$ cat config.mk
export PLATFORM = sky130hd
export DESIGN_NAME = ata_cmd_decoder
export DESIGN_NICKNAME = d
export VERILOG_FILES = /design/src/rtl/atacmd_pkg.sv /design/src/rtl/atacmd_decode.sv /design/src/rtl/atacmd_modes.sv /design/src/rtl/atacmd_track.sv /design/src/rtl/ata_cmd_decoder.sv
export SDC_FILE = /design/constraint.sdc
export NUM_CORES = 1
export LEC_CHECK = 0
export ABC_CLOCK_PERIOD_IN_PS = 2300
export BUFFER_PORTS_ARGS = -buffer_cell sky130_fd_sc_hd__buf_2
export CAP_MARGIN = 10
export CORE_ASPECT_RATIO = 1.2
export CORE_MARGIN = 4
export CORE_UTILIZATION = 51
export CTS_CLUSTER_DIAMETER = 60
export CTS_CLUSTER_SIZE = 20
export DETAILED_ROUTE_END_ITERATION = 12
export GPL_TIMING_DRIVEN = 0
export PLACE_DENSITY = 0.79
export SETUP_SLACK_MARGIN = 0.05
export SLEW_MARGIN = 5
export SYNTH_ARGS = -nofsm -noshare
export SYNTH_HDL_FRONTEND = slang
export SYNTH_SLANG_ARGS = --single-unit
$ cat constraint.sdc
create_clock -name clk -period 2.3 [get_ports clk]
set_input_delay 0.69 -clock clk [delete_from_list [all_inputs] [get_ports clk]]
set_output_delay 0.69 -clock clk [all_outputs]
set_load 0.02 [all_outputs]
$ cat src/rtl/atacmd_pkg.sv
package atacmd_pkg;

  typedef enum logic [2:0] {
    CLS_NONE = 3'd0,
    CLS_PIN  = 3'd1,
    CLS_POUT = 3'd2,
    CLS_DMA  = 3'd3,
    CLS_VFY  = 3'd4
  } xfer_cls_e;

  typedef enum logic [1:0] {
    PM_ACTIVE  = 2'd0,
    PM_IDLE    = 2'd1,
    PM_STANDBY = 2'd2,
    PM_SLEEP   = 2'd3
  } pwr_e;

  typedef enum logic [3:0] {
    OP_ABORT      = 4'd0,
    OP_DONE       = 4'd1,
    OP_XFER       = 4'd2,
    OP_PWR        = 4'd3,
    OP_CHKPWR     = 4'd4,
    OP_SETMULT    = 4'd5,
    OP_SMART_ON   = 4'd6,
    OP_SMART_OFF  = 4'd7,
    OP_SMART_STAT = 4'd8
  } op_e;

  typedef enum logic [1:0] {
    ST_IDLE = 2'd0,
    ST_EXEC = 2'd1,
    ST_XFER = 2'd2
  } st_e;

  localparam logic [7:0] SIG_OK_MID   = 8'h4F;
  localparam logic [7:0] SIG_OK_HIGH  = 8'hC2;
  localparam logic [7:0] SIG_BAD_MID  = 8'hF4;
  localparam logic [7:0] SIG_BAD_HIGH = 8'h2C;

endpackage

$ cat src/rtl/atacmd_decode.sv
module atacmd_decode
  import atacmd_pkg::*;
#(
  parameter int SC_W     = 8,
  parameter int MAX_MULT = 16
) (
  input  logic [7:0]      opcode,
  input  logic [7:0]      feat,
  input  logic [SC_W-1:0] count,
  input  logic            smart_en,
  input  logic [SC_W-1:0] mult_size,
  input  pwr_e            pwr_now,
  output op_e             op,
  output xfer_cls_e       cls,
  output logic [SC_W:0]   nsec,
  output logic [SC_W:0]   blk,
  output pwr_e            pwr_new,
  output logic [7:0]      sc_ret
);

  localparam logic [SC_W:0] FULL_CNT = {1'b1, {SC_W{1'b0}}};
  localparam logic [SC_W:0] ONE      = {{SC_W{1'b0}}, 1'b1};
  localparam logic [SC_W:0] MULT_LIM = (SC_W+1)'(MAX_MULT);

  logic [SC_W:0] cnt_ext;
  logic          mult_ok;

  // zero count selects the full range
  assign cnt_ext = (count == '0) ? FULL_CNT : {1'b0, count};
  assign mult_ok = (count == '0) ||
                   (((count & (count - 1'b1)) == '0) && ({1'b0, count} <= MULT_LIM));

  always_comb begin
    op      = OP_ABORT;
    cls     = CLS_NONE;
    nsec    = '0;
    blk     = '0;
    pwr_new = pwr_now;
    sc_ret  = 8'h00;
    case (opcode)
      8'h20: begin op = OP_XFER; cls = CLS_PIN;  nsec = cnt_ext; blk = ONE; end
      8'h30: begin op = OP_XFER; cls = CLS_POUT; nsec = cnt_ext; blk = ONE; end
      8'hC8: begin op = OP_XFER; cls = CLS_DMA;  nsec = cnt_ext; end
      8'hCA: begin op = OP_XFER; cls = CLS_DMA;  nsec = cnt_ext; end
      8'h40, 8'h41: begin op = OP_XFER; cls = CLS_VFY; nsec = cnt_ext; end
      8'hC4, 8'hC5: begin
        if (mult_size != '0) begin
          op   = OP_XFER;
          cls  = (opcode == 8'hC4) ? CLS_PIN : CLS_POUT;
          nsec = cnt_ext;
          blk  = {1'b0, mult_size};
        end
      end
      8'hEC, 8'hE4: begin op = OP_XFER; cls = CLS_PIN;  nsec = ONE; blk = ONE; end
      8'hE8:        begin op = OP_XFER; cls = CLS_POUT; nsec = ONE; blk = ONE; end
      8'hE7, 8'hEF, 8'h90: op = OP_DONE;
      8'hC6: begin
        if (mult_ok) op = OP_SETMULT;
      end
      8'hE0, 8'h94, 8'hE2, 8'h96: begin op = OP_PWR; pwr_new = PM_STANDBY; end
      8'hE1, 8'h95, 8'hE3, 8'h97: begin op = OP_PWR; pwr_new = PM_IDLE; end
      8'hE6, 8'h99:               begin op = OP_PWR; pwr_new = PM_SLEEP; end
      8'hE5, 8'h98: begin
        op     = OP_CHKPWR;
        sc_ret = (pwr_now == PM_ACTIVE || pwr_now == PM_IDLE) ? 8'hFF : 8'h00;
      end
      8'hB0: begin
        if (feat == 8'hD8) begin
          op = OP_SMART_ON;
        end else if (smart_en) begin
          case (feat)
            8'hD9:        op = OP_SMART_OFF;
            8'hD2, 8'hD4: op = OP_DONE;
            8'hDA:        op = OP_SMART_STAT;
            8'hD0: begin op = OP_XFER; cls = CLS_PIN; nsec = ONE; blk = ONE; end
            default:      op = OP_ABORT;
          endcase
        end
      end
      default: op = OP_ABORT;
    endcase
  end

endmodule

$ cat src/rtl/atacmd_modes.sv
module atacmd_modes
  import atacmd_pkg::*;
#(
  parameter int SC_W      = 8,
  parameter bit SMART_RST = 1'b1
) (
  input  logic            clk,
  input  logic            rst,
  input  logic            commit,
  input  op_e             op,
  input  pwr_e            pwr_new,
  input  logic [SC_W-1:0] count_in,
  output logic            smart_en,
  output pwr_e            pwr_mode,
  output logic [SC_W-1:0] mult_size
);

  always_ff @(posedge clk) begin
    if (rst) begin
      smart_en  <= SMART_RST;
      pwr_mode  <= PM_ACTIVE;
      mult_size <= '0;
    end else if (commit) begin
      case (op)
        OP_PWR:       pwr_mode  <= pwr_new;
        OP_SETMULT:   mult_size <= count_in;
        OP_SMART_ON:  smart_en  <= 1'b1;
        OP_SMART_OFF: smart_en  <= 1'b0;
        default: ;
      endcase
    end
  end

endmodule

$ cat src/rtl/atacmd_track.sv
module atacmd_track #(
  parameter int SC_W = 8
) (
  input  logic          clk,
  input  logic          rst,
  input  logic          load,
  input  logic [SC_W:0] nsec,
  input  logic [SC_W:0] blk,
  input  logic          sec_done,
  output logic          last_sec,
  output logic          blk_edge
);

  localparam logic [SC_W:0] ONE = {{SC_W{1'b0}}, 1'b1};

  logic [SC_W:0] rem;
  logic [SC_W:0] bsize;
  logic [SC_W:0] inblk;

  assign last_sec = sec_done && (rem == ONE);
  assign blk_edge = sec_done && !last_sec && (bsize != '0) && ((inblk + ONE) == bsize);

  always_ff @(posedge clk) begin
    if (rst) begin
      rem   <= '0;
      bsize <= '0;
      inblk <= '0;
    end else if (load) begin
      rem   <= nsec;
      bsize <= blk;
      inblk <= '0;
    end else if (sec_done && rem != '0) begin
      rem   <= rem - ONE;
      inblk <= blk_edge ? '0 : inblk + ONE;
    end
  end

endmodule

$ cat src/rtl/ata_cmd_decoder.sv
module ata_cmd_decoder
  import atacmd_pkg::*;
#(
  parameter int SC_W      = 8,
  parameter int MAX_MULT  = 16,
  parameter bit SMART_RST = 1'b1
) (
  input  logic            clk,
  input  logic            rst,
  input  logic            cmd_wr,
  input  logic [7:0]      cmd_code,
  input  logic [7:0]      cmd_feat,
  input  logic [SC_W-1:0] cmd_count,
  input  logic            thresh_hit,
  input  logic            sec_done,
  output logic            bsy,
  output logic            drq,
  output logic            err_abrt,
  output logic            irq,
  output logic            xfer_start,
  output logic [2:0]      xfer_cls,
  output logic [SC_W:0]   xfer_nsec,
  output logic [1:0]      pwr_mode,
  output logic            sc_we,
  output logic [7:0]      sc_val,
  output logic            lba_we,
  output logic [7:0]      lba_mid,
  output logic [7:0]      lba_high
);

  st_e             st;
  op_e             dec_op;
  xfer_cls_e       dec_cls;
  logic [SC_W:0]   dec_nsec;
  logic [SC_W:0]   dec_blk;
  pwr_e            dec_pwr;
  logic [7:0]      dec_sc;

  op_e             op_q;
  pwr_e            pwr_q;
  logic [7:0]      sc_q;
  logic [SC_W-1:0] cnt_q;

  logic            smart_en;
  pwr_e            mode_now;
  logic [SC_W-1:0] mult_size;
  logic            last_sec;
  logic            blk_edge;
  logic            accept;
  logic            load;

  assign accept   = (st == ST_IDLE) && cmd_wr;
  assign load     = accept && (dec_op == OP_XFER);
  assign pwr_mode = mode_now;

  atacmd_decode #(.SC_W(SC_W), .MAX_MULT(MAX_MULT)) u_dec (
    .opcode    (cmd_code),
    .feat      (cmd_feat),
    .count     (cmd_count),
    .smart_en  (smart_en),
    .mult_size (mult_size),
    .pwr_now   (mode_now),
    .op        (dec_op),
    .cls       (dec_cls),
    .nsec      (dec_nsec),
    .blk       (dec_blk),
    .pwr_new   (dec_pwr),
    .sc_ret    (dec_sc)
  );

  atacmd_modes #(.SC_W(SC_W), .SMART_RST(SMART_RST)) u_modes (
    .clk       (clk),
    .rst       (rst),
    .commit    (st == ST_EXEC),
    .op        (op_q),
    .pwr_new   (pwr_q),
    .count_in  (cnt_q),
    .smart_en  (smart_en),
    .pwr_mode  (mode_now),
    .mult_size (mult_size)
  );

  atacmd_track #(.SC_W(SC_W)) u_track (
    .clk      (clk),
    .rst      (rst),
    .load     (load),
    .nsec     (dec_nsec),
    .blk      (dec_blk),
    .sec_done (sec_done && (st == ST_XFER)),
    .last_sec (last_sec),
    .blk_edge (blk_edge)
  );

  always_ff @(posedge clk) begin
    if (rst) begin
      st         <= ST_IDLE;
      bsy        <= 1'b0;
      drq        <= 1'b0;
      err_abrt   <= 1'b0;
      irq        <= 1'b0;
      xfer_start <= 1'b0;
      xfer_cls   <= 3'd0;
      xfer_nsec  <= '0;
      sc_we      <= 1'b0;
      sc_val     <= 8'h00;
      lba_we     <= 1'b0;
      lba_mid    <= 8'h00;
      lba_high   <= 8'h00;
      op_q       <= OP_DONE;
      pwr_q      <= PM_ACTIVE;
      sc_q       <= 8'h00;
      cnt_q      <= '0;
    end else begin
      irq        <= 1'b0;
      xfer_start <= 1'b0;
      sc_we      <= 1'b0;
      lba_we     <= 1'b0;
      case (st)
        ST_IDLE: begin
          if (cmd_wr) begin
            err_abrt <= 1'b0;
            if (dec_op == OP_XFER) begin
              st         <= ST_XFER;
              xfer_start <= 1'b1;
              xfer_cls   <= dec_cls;
              xfer_nsec  <= dec_nsec;
              bsy        <= (dec_cls == CLS_VFY);
              drq        <= (dec_cls != CLS_VFY);
            end else begin
              st    <= ST_EXEC;
              bsy   <= 1'b1;
              op_q  <= dec_op;
              pwr_q <= dec_pwr;
              sc_q  <= dec_sc;
              cnt_q <= cmd_count;
            end
          end
        end
        ST_EXEC: begin
          st  <= ST_IDLE;
          bsy <= 1'b0;
          irq <= 1'b1;
          case (op_q)
            OP_ABORT: err_abrt <= 1'b1;
            OP_CHKPWR: begin
              sc_we  <= 1'b1;
              sc_val <= sc_q;
            end
            OP_SMART_STAT: begin
              lba_we   <= 1'b1;
              lba_mid  <= thresh_hit ? SIG_BAD_MID  : SIG_OK_MID;
              lba_high <= thresh_hit ? SIG_BAD_HIGH : SIG_OK_HIGH;
            end
            default: ;
          endcase
        end
        ST_XFER: begin
          if (last_sec) begin
            st  <= ST_IDLE;
            bsy <= 1'b0;
            drq <= 1'b0;
            irq <= 1'b1;
          end else if (blk_edge) begin
            irq <= 1'b1;
          end
        end
        default: st <= ST_IDLE;
      endcase
    end
  end

endmodule

==> impl_metrics.yaml <==
route:
  drc_errors: 0
  vias_per_cell: 5.79
  vias: 4161
  drt_iter0_markers: 302
  dr.pass1.iters: 5
  routed_wirelength_um: 11700
  ant_nets: 0
  wl_per_cell_um: 16.3
clock_tree:
  clock_sinks: 77
  clk-insertion-delay-late_ns: 0.36
  tritoncts: "yes"
  clk_pin_slew_ns: 0.09
  cts_buffers: 9
  cts_buffer_depth: 2
  cts_root_buf: "clkbuf_8"
  htreeDepth: 3
finish:
  fin_nets: 636
  layout-drive-gt1-share: 0.291
  final_cell_area_um2: 5260
  antenna_cells: 0
  n_fill_cell: 700
  seq_area_um2: 1550
  area_growth_pct: 21.4
  multi_input_area_um2: 2560
yosys:
  synth_edf_count: 0
  synth_area_per_cell_um2: 8.55
  synth_ff_type: "dfxtp_1"
  ys_warn_count: 0
  synth_seq_cells: 77
  syn_inst: 507
  async_flop_share: 0
  syn_area_um2: 4340
  seq_area_frac_synth: 0.356
  ys_types: 77
global_route:
  grtUsageTotal: 0.229
  grt_pass1_vias: 3780
  antenna_found_initial: 0
  grt_max_degree: 16
  grt_pass1_wl_um: 18400
  grt-ovfl-total: 0
critical_path:
  crit_type: "flop to flop"
  required_ns: 2.57
  crit_path_end_kind: "flop"
  crit_path_start_kind: "flop"
  r2r_end: "u_track.inblk[0]"
  r2r_slack_ns: 0.06
  cp_max_fo: 10
  arrival_ns: 2.51
  r2r-start: "u_modes.mult_size[2]"
  rr_worst_depth: 8
timing:
  max_clock_freq_mhz: 446
  tightest_slew_ns: 0.900
  hold_ws_ns: 0.463
  grt_setup_unrepaired: "true"
  setup_viol_count_final: 0
  fin_crit_ns: 2.24
  relSlewSlack: 0.396
  setup_tns_ns: 0
  fin_crit_sh: 0.974
  final_max_slew_viol_count: 0
  hold_viol_final: 0
  clock_skew_ns: 0.00959
min_path:
  min_path_cells: 2
  hp-start: "cnt_q[3]"
  min_path_type: "flop to flop"
  min_to: "cnt_q[3]"
placed_design:
  gp_congestion: 0.956
  dp.final_hpwl_um: 8770
  portBuffers: 69
  place_area_um2: 4860
die:
  start_util: 0.529
  die_area_um2: 10000
  die_y_um: 109
  core-area_um2: 8200
  ios: 74
  fp-row-count: 36
  die_w_um: 92.2
power_and_ir_drop:
  peakVddDrop_mv: 0.255
  p_leak_nw: 2.17
  power.density_nw_per_um2: 531
flow_run:
  maxCapViolCount: 0
status:
  status: "finished clean"
## cells in the mapped netlist (3+ instances only)
| cell type | instances | share of area |
|---|---|---|
| a211o_1 | 4 | 0.0081 |
| a211oi_1 | 8 | 0.014 |
| a21oi_1 | 43 | 0.050 |
| a22oi_1 | 11 | 0.019 |
| a31o_2 | 4 | 0.0081 |
| a31oi_1 | 3 | 0.0043 |
| and3_1 | 4 | 0.0058 |
| buf_2 | 5 | 0.0058 |
| buf_4 | 24 | 0.042 |
| buf_6 | 3 | 0.0078 |
| clkbuf_1 | 13 | 0.011 |
| dfxtp_1 | 77 | 0.36 |
| ha_1 | 7 | 0.020 |
| inv_1 | 14 | 0.012 |
| mux2i_1 | 12 | 0.028 |
| nand2_1 | 54 | 0.047 |
| nand2b_1 | 5 | 0.0072 |
| nand3_1 | 20 | 0.023 |
| nand4_1 | 4 | 0.0058 |
| nand4b_1 | 3 | 0.0061 |
| nor2_1 | 53 | 0.046 |
| nor2b_1 | 8 | 0.012 |
| nor3_1 | 17 | 0.020 |
| nor3b_1 | 3 | 0.0052 |
| nor4_1 | 6 | 0.0087 |
| nor4_2 | 4 | 0.012 |
| o21ai_0 | 17 | 0.020 |
| o2bb2a_4 | 5 | 0.023 |
| or3_1 | 3 | 0.0043 |
| xnor2_1 | 10 | 0.020 |
| xor2_1 | 3 | 0.0061 |
## state kept, by name, summed over array words and instances (netlist names), 3 cells and up
name and cells:
u_track.inblk 9, xfer_nsec 9, u_modes.mult_size 8, lba_mid 3, xfer_cls 3, op_q 4, cnt_q 8, u_track.bsize 8
u_track.rem 9
## stage by stage
step / setup slack (ns) / total power [W] / cells / utilization
after CTS: 0.0145 / 0.00278 / 707 / 0.621
final: 0.0590 / 0.00280 / 719 / 0.642
after floorplan: 0.0418 / 0.00161 / 508 / -
after global placement: -0.429 / 0.00171 / 691 / 0.593
after global routing: -0.0160 / 0.00289 / 719 / 0.642
after detailed placement: -0.496 / 0.00172 / 691 / 0.593
## worst max path at each step
stage                               startpoint          endpoint  slack (ns)  cells past startpoint
after global routing      u_modes.mult_size[2]  u_track.inblk[0]       -0.02                      8
after detailed placement              sec_done  u_track.inblk[1]       -0.50                      7
after CTS                       u_track.rem[6]               bsy        0.01                      6
after global placement                sec_done  u_track.inblk[3]       -0.43                      7
final                     u_modes.mult_size[2]  u_track.inblk[0]        0.06                      8
after floorplan                    cmd_code[7]          pwr_q[0]        0.04                      8
## logic make-up after synthesis
family | count (synthesis) | synth area share
and+or+nand+nor | 210 | 0.265
AOI/OAI and AO/OA | 127 | 0.223
DFF | 77 | 0.356
buffers and inverters | 59 | 0.0785
xor gates and xnor gates | 13 | 0.0263
muxes | 12 | 0.0277
adders and majority gates | 8 | 0.0225
other | 1 | 0.000865
## worst max-delay path, stage by stage, from the launching register on
cell and delay, ns:
dfxtp_1 0.35, nor4_2 0.37, a2111o_4 0.31, nand2_4 0.08, o41a_1 0.33, buf_4 0.17
buf_6 0.14, nor3_1 0.22, o2bb2ai_1 0.17
## timing repair
| item | in CTS | in global routing |
|---|---|---|
| buffers inserted | 1 | 12 |
| hold buffers | 0 | 0 |
| resized for setup | 5 | 23 |
| endpoints found under the setup margin | 13 | 51 |
| pin swaps | 1 | 5 |
## layer usage
metal,vias up,share of wire,global-route usage
met1,1993,0.41,0.271
li1,2007,-,-
met2,134,0.52,0.410
met4,0,0.025,0.0924
met5,-,0,0
met3,27,0.049,0.0407
## report_power, final
part / total [W] / internal (W) / switching, W / leakage [nW]
clock: 0.00108 / 0.000518 / 0.000564 / 0.102
combinational: 0.000333 / 0.000134 / 0.000200 / 1.44
sequential: 0.00138 / 0.00136 / 0.0000214 / 0.624
total: 0.00280 / 0.00201 / 0.000785 / 2.17
## placed cells by master (no fill, tap or decap), types with 4 or more instances in the layout
cell type	instances
a211o_1	4
a211oi_1	8
a21oi_1	42
a22oi_1	11
a31o_2	4
buf_2	72
buf_4	35
buf_6	6
clkbuf_1	11
clkbuf_8	9
dfxtp_1	75
ha_1	7
inv_1	14
mux2i_1	12
nand2_1	53
nand2b_1	5
nand3_1	20
nand4_1	4
nor2_1	50
nor2b_1	7
nor3_1	16
nor4_1	6
nor4_2	4
o21ai_0	17
o2bb2a_4	5
xnor2_1	10
## cell type report
cell class / instances / area share
Multi-Input combinational cell: 372 / 0.487
Buffer: 44 / 0.0580
Timing Repair Buffer: 82 / 0.0849
Clock buffer: 9 / 0.0235
Sequential cell: 77 / 0.294
Tap cell: 114 / 0.0271
Inverter: 14 / 0.00998
Clock inverter: 7 / 0.0159
(Power assumes the default switching activity.)
